`src/rtl/gray_dither.sv`:
```
module gray_dither #(
  parameter int PIX_W  = 3,
  parameter int DATA_W = 32,
  localparam int LEVELS   = 1 << PIX_W,
  localparam int BANKS    = 4,
  localparam int BANK_W   = 2,
  localparam int PAT_W    = 16,
  localparam int BANK_LSB = PIX_W + 2,
  localparam int ADDR_W   = BANK_LSB + BANK_W
) (
  input  logic              clk,
  input  logic              rst,
  input  logic              wr_en,
  input  logic [ADDR_W-1:0] wr_addr,
  input  logic [DATA_W-1:0] wr_data,
  input  logic              pix_valid,
  input  logic [PIX_W-1:0]  pix_val,
  input  logic              line_end,
  input  logic              frame_end,
  output logic              pix_on
);

  logic [PAT_W-1:0] pat  [BANKS][LEVELS];
  logic [2:0]       mode [LEVELS];
  logic [1:0]       h3, h4, v3, v4, f3, f4;

  function automatic logic [1:0] inc3(input logic [1:0] x);
    return (x == 2'd2) ? 2'd0 : x + 2'd1;
  endfunction

  wire [BANK_W-1:0] wbank = wr_addr[BANK_LSB +: BANK_W];
  wire [PIX_W-1:0]  wlvl  = wr_addr[2 +: PIX_W];

  wire [2:0] m  = mode[pix_val];
  wire [1:0] hs = m[0] ? h3 : h4;
  wire [1:0] vs = m[1] ? v3 : v4;
  wire [1:0] fs = m[2] ? f3 : f4;
  wire       hit = pat[fs][pix_val][{vs, hs}];

  always_ff @(posedge clk) begin
    if (rst) begin
      for (int b = 0; b < BANKS; b++)
        for (int l = 0; l < LEVELS; l++)
          pat[b][l] <= '0;
      for (int l = 0; l < LEVELS; l++)
        mode[l] <= '0;
    end else if (wr_en) begin
      pat[wbank][wlvl] <= wr_data[PAT_W-1:0];
      if (wbank == '0)
        mode[wlvl] <= wr_data[PAT_W +: 3];
    end
  end

  always_ff @(posedge clk) begin
    if (rst) begin
      h3 <= '0; h4 <= '0;
    end else if (line_end) begin
      h3 <= '0; h4 <= '0;
    end else if (pix_valid) begin
      h3 <= inc3(h3); h4 <= h4 + 2'd1;
    end
  end

  always_ff @(posedge clk) begin
    if (rst) begin
      v3 <= '0; v4 <= '0;
    end else if (line_end) begin
      v3 <= inc3(v3); v4 <= v4 + 2'd1;
    end
  end

  always_ff @(posedge clk) begin
    if (rst) begin
      f3 <= '0; f4 <= '0;
    end else if (frame_end) begin
      f3 <= inc3(f3); f4 <= f4 + 2'd1;
    end
  end

  always_ff @(posedge clk) begin
    if (rst) pix_on <= 1'b0;
    else     pix_on <= pix_valid & hit;
  end


  idle_low_chk: assert property (@(posedge clk) disable iff (rst)
    !pix_valid |=> !pix_on);


  h3_range_chk: assert property (@(posedge clk) disable iff (rst)
    h3 != 2'd3);


  line_adv_chk: assert property (@(posedge clk) disable iff (rst)
    line_end |=> (h4 == 2'd0) && (v4 == $past(v4) + 2'd1));


  frame_adv_chk: assert property (@(posedge clk) disable iff (rst)
    frame_end |=> (f4 == $past(f4) + 2'd1) && (f3 != 2'd3));


  no_bank3_chk: assert property (@(posedge clk) disable iff (rst)
    (pix_valid && m[2]) |-> fs != 2'd3);

endmodule

```
`config.mk`:
```
export PLATFORM = sky130hd
export DESIGN_NAME = gray_dither
export DESIGN_NICKNAME = d
export VERILOG_FILES = /design/src/rtl/gray_dither.sv
export SDC_FILE = /design/constraint.sdc
export NUM_CORES = 1
export LEC_CHECK = 0
export ABC_AREA = 1
export BUFFER_PORTS_ARGS = -buffer_cell sky130_fd_sc_hd__buf_4
export CAP_MARGIN = 0
export CORE_MARGIN = 1
export CORE_UTILIZATION = 47
export CTS_CLUSTER_DIAMETER = 30
export DETAILED_ROUTE_END_ITERATION = 12
export PLACE_DENSITY = 0.61
export SYNTH_ARGS = -nofsm -noshare
export SYNTH_HDL_FRONTEND = slang
export SYNTH_SLANG_ARGS = --single-unit
```
`constraint.sdc`:
```
create_clock -name clk -period 2.79 [get_ports clk]
set_clock_uncertainty 0.2 [all_clocks]
set_input_delay 0.558 -clock clk [delete_from_list [all_inputs] [get_ports clk]]
set_output_delay 0.558 -clock clk [all_outputs]
set_load 0.01 [all_outputs]
```
# Word level (Yosys, flattened, before mapping)
# Memories as Yosys holds them, arrays and structs flattened.
# Index checks and enable logic that the tools add are counted.
[word_totals]
ff_bits = 13
latch_bits = 0
ram_bits = 536
mem_bits_ro = 0
input_bits = 48
output_inout_bits = 1
word_cells = 58
mem_count = 2
[mem_list]
columns = ["memory", "depth", "word_bits", "rd", "rd_clocked_by_memory_dff", "write_ports", "line", "rtl"]
rows = [
  ["pat", 4, 128, 1, 0, 4, "23", "logic [PAT_W-1:0] pat [BANKS][LEVELS];"],
  ["mode", 8, 3, 1, 0, 8, "24", "logic [2:0] mode [LEVELS];"],
]
[classes]
addsub = 6
multipliers = 0
div = 0
magnitude_cmp = 4
n_eq_ne = 3
shift = 0
mux = 28
n_bitwise = 3
n_reduce_logical = 5
[op_table]
columns = ["operator", "count"]
rows = [
  ["$mux W128", 3],
  ["$reduce_or A128 Y1", 1],
  ["$bmux W16 S3", 1],
  ["$demux W16 S3", 1],
  ["$mux W16", 3],
  ["$mux W2", 7],
  ["$add A2 B1 Y2 const B", 6],
  ["$mux W1", 10],
  ["$ge A4 B4 Y1 const B", 2],
  ["$not A3 Y4", 2],
  ["$eq A2 B2 Y1 const B", 3],
  ["$mux W3", 2],
  ["$lt A4 B5 Y1 const B", 1],
  ["$bmux W1 S4", 1],
  ["$lt A4 B1 Y1 const B", 1],
  ["$reduce_or A3 Y1", 1],
  ["$logic_not A2 Y1", 1],
  ["$reduce_or A2 Y1", 1],
  ["$and A1 B1 Y1", 1],
  ["$logic_and A1 B1 Y1", 1],
]

# Logic depth before layout (Yosys ltp)
# An unclocked memory read counts as a cell.
[logic_depth]
word_depth = 9
ltp_mapped = 23
mapped_depth_nobuf = 19

# Worst setup path before layout
# Ideal clock, no wire load.
[synth_path]
path_kind = "in2reg"
start = "in pix_val[0]"
end = "reg pix_on"
setup_ns = 0.111
t_arrival_ns = 2.378
setup_slack_ns = 0.101
path_stages = 21
n_path_buf = 3
cell_sequence = "inv_2 -> buf_2 -> nand2_1 -> nand3_1 -> nand3_2 -> nand2_2 -> nand2_1 -> o21ai_1 -> buf_2 -> clkbuf_1 -> nand3_1 -> nand3_1 -> nand3_1 -> nand3_1 -> nand3_1 -> nand3_1 -> nand3_1 -> nand2_1 -> nand2_1 -> nand2_1 -> nor2_1"
[synth_between]
elab_chain_len = 9
[synth_rtl]
columns = ["item", "line", "rtl"]
rows = [
  ["start: declaration", "17", "input logic [PIX_W-1:0] pix_val,"],
  ["$mem_v2 Z8 W3", "-", ""],
  ["$mux W2", "37", "wire [1:0] fs = m[2] ? f3 : f4;"],
  ["$mem_v2 Z4 W128", "-", ""],
  ["$bmux W16 S3", "38", "wire hit = pat[fs][pix_val][{vs, hs}];"],
  ["$mux W16 (not written as such) (2 in series)", "38", ""],
  ["$bmux W1 S4 (*)", "38", ""],
  ["$mux W1 (not written as such) (*)", "38", ""],
  ["$and A1 B1 Y1 (*)", "82", "else pix_on <= pix_valid & hit;"],
  ["end signal: assignment", "82", ""],
  ["end: declaration", "20", "output logic pix_on"],
]
# Every way passes the cells marked *; elsewhere a longest branch is shown, timed or not. The select of a mux whose other input is x is not followed.
# A chain may end at the register's enable or synchronous reset.

# Worst setup path after layout
[layout_path]
start = "mem mode[3][2]"
end = "reg pix_on"
[layout_between]
elab_chain_len = 9
[layout_rtl]
columns = ["item", "line"]
rows = [
  ["start: declaration", "24"],
  ["$mem_v2 Z8 W3", "-"],
  ["$mux W2", "37"],
  ["$mem_v2 Z4 W128", "-"],
  ["$bmux W16 S3", "38"],
  ["$mux W16 (not written as such) (2 in series)", "38"],
  ["$bmux W1 S4", "38"],
  ["$mux W1 (not written as such)", "38"],
  ["$and A1 B1 Y1", "82"],
]
# No other way between the ends. The select of a mux whose other input is x is not followed.

==> flow_metrics.tcl <==
set metrics [dict create \
    setup_ws_ns -0.0693 \
    synth_cells 2543 \
    violations "setup timing" \
    grt_pass1_wl_mm 125 \
    root_buffer "clkbuf_16" \
    fillCellCount 4036 \
    period_needed_ns 2.86 \
    die_y_um 232 \
    initial_core_util 0.480 \
    num_vias 20500 \
    leakagePower_nw 13.0 \
    path_max_fanout 13 \
    fin_area_mm2 0.0329 \
    grt_max_degree 49 \
    syn_area_per_cell_um2 9.76 \
    gr-total-overflow 0 \
    yosys_warnings 0 \
    cp-start-kind "flop" \
    wirelength_mm 84.6 \
    post-route-period-util 1.02 \
    worstSetupPathType "flop to flop" \
    drtPass1Iterations 6 \
    boundaryPins 49 \
    dp_slack_ns -0.681 \
    avgRoutedWirePerCell_um 24.1 \
    clkTransAtPathRegs_ns 0.05 \
    synthToLayoutAreaGrowth_pct 32.4 \
    htreeDepth 3 \
    antenna_cells 0 \
    peakVddDrop_v 0.000548 \
    die_w_um 232 \
    endpoint_kind "flop" \
    layout.nets 2781 \
    rows 83 \
    maxCapViolations 0 \
    setup_viol 1 \
    dp_hpwl_mm 49.3 \
    ys_seq_area_frac 0.659 \
    drive_above_1_share 0.212 \
    drt-vias-per-instance 5.82 \
    drv_slew 0 \
    die_area_mm2 0.0537 \
    status "finished, violations left" \
    cp_data_required_time_ns 3.16 \
    reg2reg_slack_ns -0.07 \
    cp.arrival_ns 3.23 \
    drtIter0Drc 2566 \
    synth_fp_nets 2591 \
    power.density_mw_per_mm2 844 \
    gp_congestion 0.930 \
    grt_pass1_vias 19800 \
    grt_setup_unrepaired "true" \
    cts_tree "done" \
    syn_area_mm2 0.0248 \
    dpl_cell_area_mm2 0.0270 \
    synth_seq_cells 549 \
    worst_pin_slew_ns 0.845 \
    clock_sinks 549 \
    cts_buffers 120 \
    drtAntennaViolNets 0 \
    grt_antenna_before_repair 2 \
    core_area_mm2 0.0517 \
    yosys.cell_types.count 26 \
    timing.fmax_mhz 350 \
    slew_headroom 0.437 \
    hold_viol 0 \
    clk_latency_ns 0.69 \
    portBuffers 33 \
    hold_path.class "input pin to flop" \
    grt.total_usage 0.319 \
    cts_buffer_depth 3 \
    drcViolationCount 0 \
]
==> layout make-up <==
type | count | area [um^2] | area share
timing repair buffer | 271 | 3190 | 0.0969
clock inverter | 90 | 1130 | 0.0344
inverter | 49 | 184 | 0.00560
multi-input combinational | 1742 | 8090 | 0.246
clock buffer | 132 | 3070 | 0.0934
sequential | 549 | 16400 | 0.498
tap | 680 | 851 | 0.0259
==> Yosys cell counts <==
| cell | instances | area share |
|---|---|---|
| edfxtp_1 | 536 | 0.65 |
| buf_6 | 7 | 0.0032 |
| inv_1 | 47 | 0.0071 |
| buf_2 | 71 | 0.014 |
| buf_4 | 16 | 0.0048 |
| nand3_1 | 524 | 0.11 |
| clkbuf_1 | 100 | 0.015 |
| o21a_1 | 3 | 0.00091 |
| nor2_1 | 555 | 0.084 |
| buf_1 | 9 | 0.0014 |
| nand2_2 | 2 | 0.00050 |
| or2_2 | 1 | 0.00025 |
| nand3_2 | 2 | 0.00081 |
| nand2_4 | 1 | 0.00045 |
| o221ai_1 | 2 | 0.00071 |
| nand2_1 | 611 | 0.092 |
| nor3b_1 | 3 | 0.00091 |
| inv_2 | 2 | 0.00030 |
| nand3b_1 | 1 | 0.00030 |
| o21ai_1 | 2 | 0.00040 |
| o21ai_0 | 17 | 0.0034 |
| nor3_1 | 6 | 0.0012 |
| a21oi_1 | 9 | 0.0018 |
| dfxtp_1 | 13 | 0.010 |
| buf_8 | 1 | 0.00060 |
| o22ai_1 | 2 | 0.00050 |
==> worst max-delay path: stages, from the launching register on <==
cell and delay, ns:
edfxtp_1 0.36, inv_1 0.08, nand2_1 0.08, nand3_2 0.10, nand3_4 0.12, nand3_2 0.21
nand2_8 0.10, buf_12 0.14, buf_12 0.11, bufbuf_16 0.27, nand2_1 0.06, nand3_1 0.07
nand3_1 0.14, nand3_4 0.11, nand3_2 0.12, nand3_1 0.08, nand3_1 0.09, nand3_1 0.08
nand2_1 0.08, nand2_1 0.05, nand2_1 0.07, nor2_1 0.04
==> power by group <==
group	switching (mW)	total, mW	internal (mW)
combinational	2.18	3.47	1.29
sequential	0.152	9.66	9.51
clock	4.55	14.6	10.1
==> final timing paths <==
kind | startpoint | end | cells past startpoint
hold reg to reg | v4[1] | v4[1] | 2
setup / recovery | mode[3][2] | pix_on | 21
hold / removal | wr_data[17] | mode[7][1] | 3
setup reg to reg | mode[3][2] | pix_on | 21
==> layout by cell type (no fill, tap or decap), types with 3 or more instances in the layout <==
cell / instances
a21oi_1: 9
buf_12: 55
buf_16: 15
buf_4: 186
buf_6: 4
bufbuf_16: 4
bufinv_16: 24
clkbuf_1: 11
clkbuf_16: 123
clkinv_1: 17
clkinv_2: 25
clkinv_4: 3
clkinvlp_4: 13
dfxtp_1: 13
dlygate4sd3_1: 5
edfxtp_1: 536
inv_1: 45
inv_2: 4
inv_6: 5
nand2_1: 607
nand2_4: 3
nand2_8: 3
nand3_1: 400
nand3_2: 116
nand3_4: 10
nor2_1: 555
nor3_1: 6
nor3b_1: 3
o21a_1: 3
o21ai_0: 16
==> metal layers <==
layer / share of wire / wire length (um) / vias to the layer above / track usage
met5: 0.00015 / 13 / - / 0
met4: 0.052 / 4400 / 2 / 0.176
met3: 0.10 / 8630 / 231 / 0.0624
met2: 0.47 / 39400 / 1236 / 0.500
met1: 0.38 / 32200 / 9930 / 0.416
li1: - / - / 9052 / -
==> what timing repair did <==
item                       in CTS  in global routing
gates cloned                   15                  2
pin swaps                      28                 14
setup endpoints to repair       1                  1
setup buffers                  20                  3
hold endpoints to repair        9                  0
resized for setup             115                 48
hold buffers                    5                  0
==> registers in the layout, indices dropped and copies added (netlist names) <==
register,count
pat,512
v4,2
mode,24
h3,2
pix_on,1
f3,2
v3,2
f4,2
h4,2
==> kinds of logic (layout without fill, tap and decap cells) <==
family	Yosys count	after routing	synth area share
flops	549	549	0.659
compound gates	35	35	0.00776
buf+inv	253	542	0.0468
simple gates	1706	1707	0.286
==> per-stage QoR <==
step           std cells  TNS, ns  total power [mW]  hold WS (ns)  utilization
3_5_place_dp        3247   -0.681              12.6         0.264        0.523
4_1_cts             3509  -0.0411              27.6         0.154        0.630
6_report            3513  -0.0693              27.7         0.171        0.635
3_3_place_gp        3247   -0.638              12.5         0.252        0.523
2_1_floorplan       2543        0              11.3         0.239            -
5_1_grt             3513   -0.179              28.4         0.177        0.635
(Power assumes the default switching activity.)
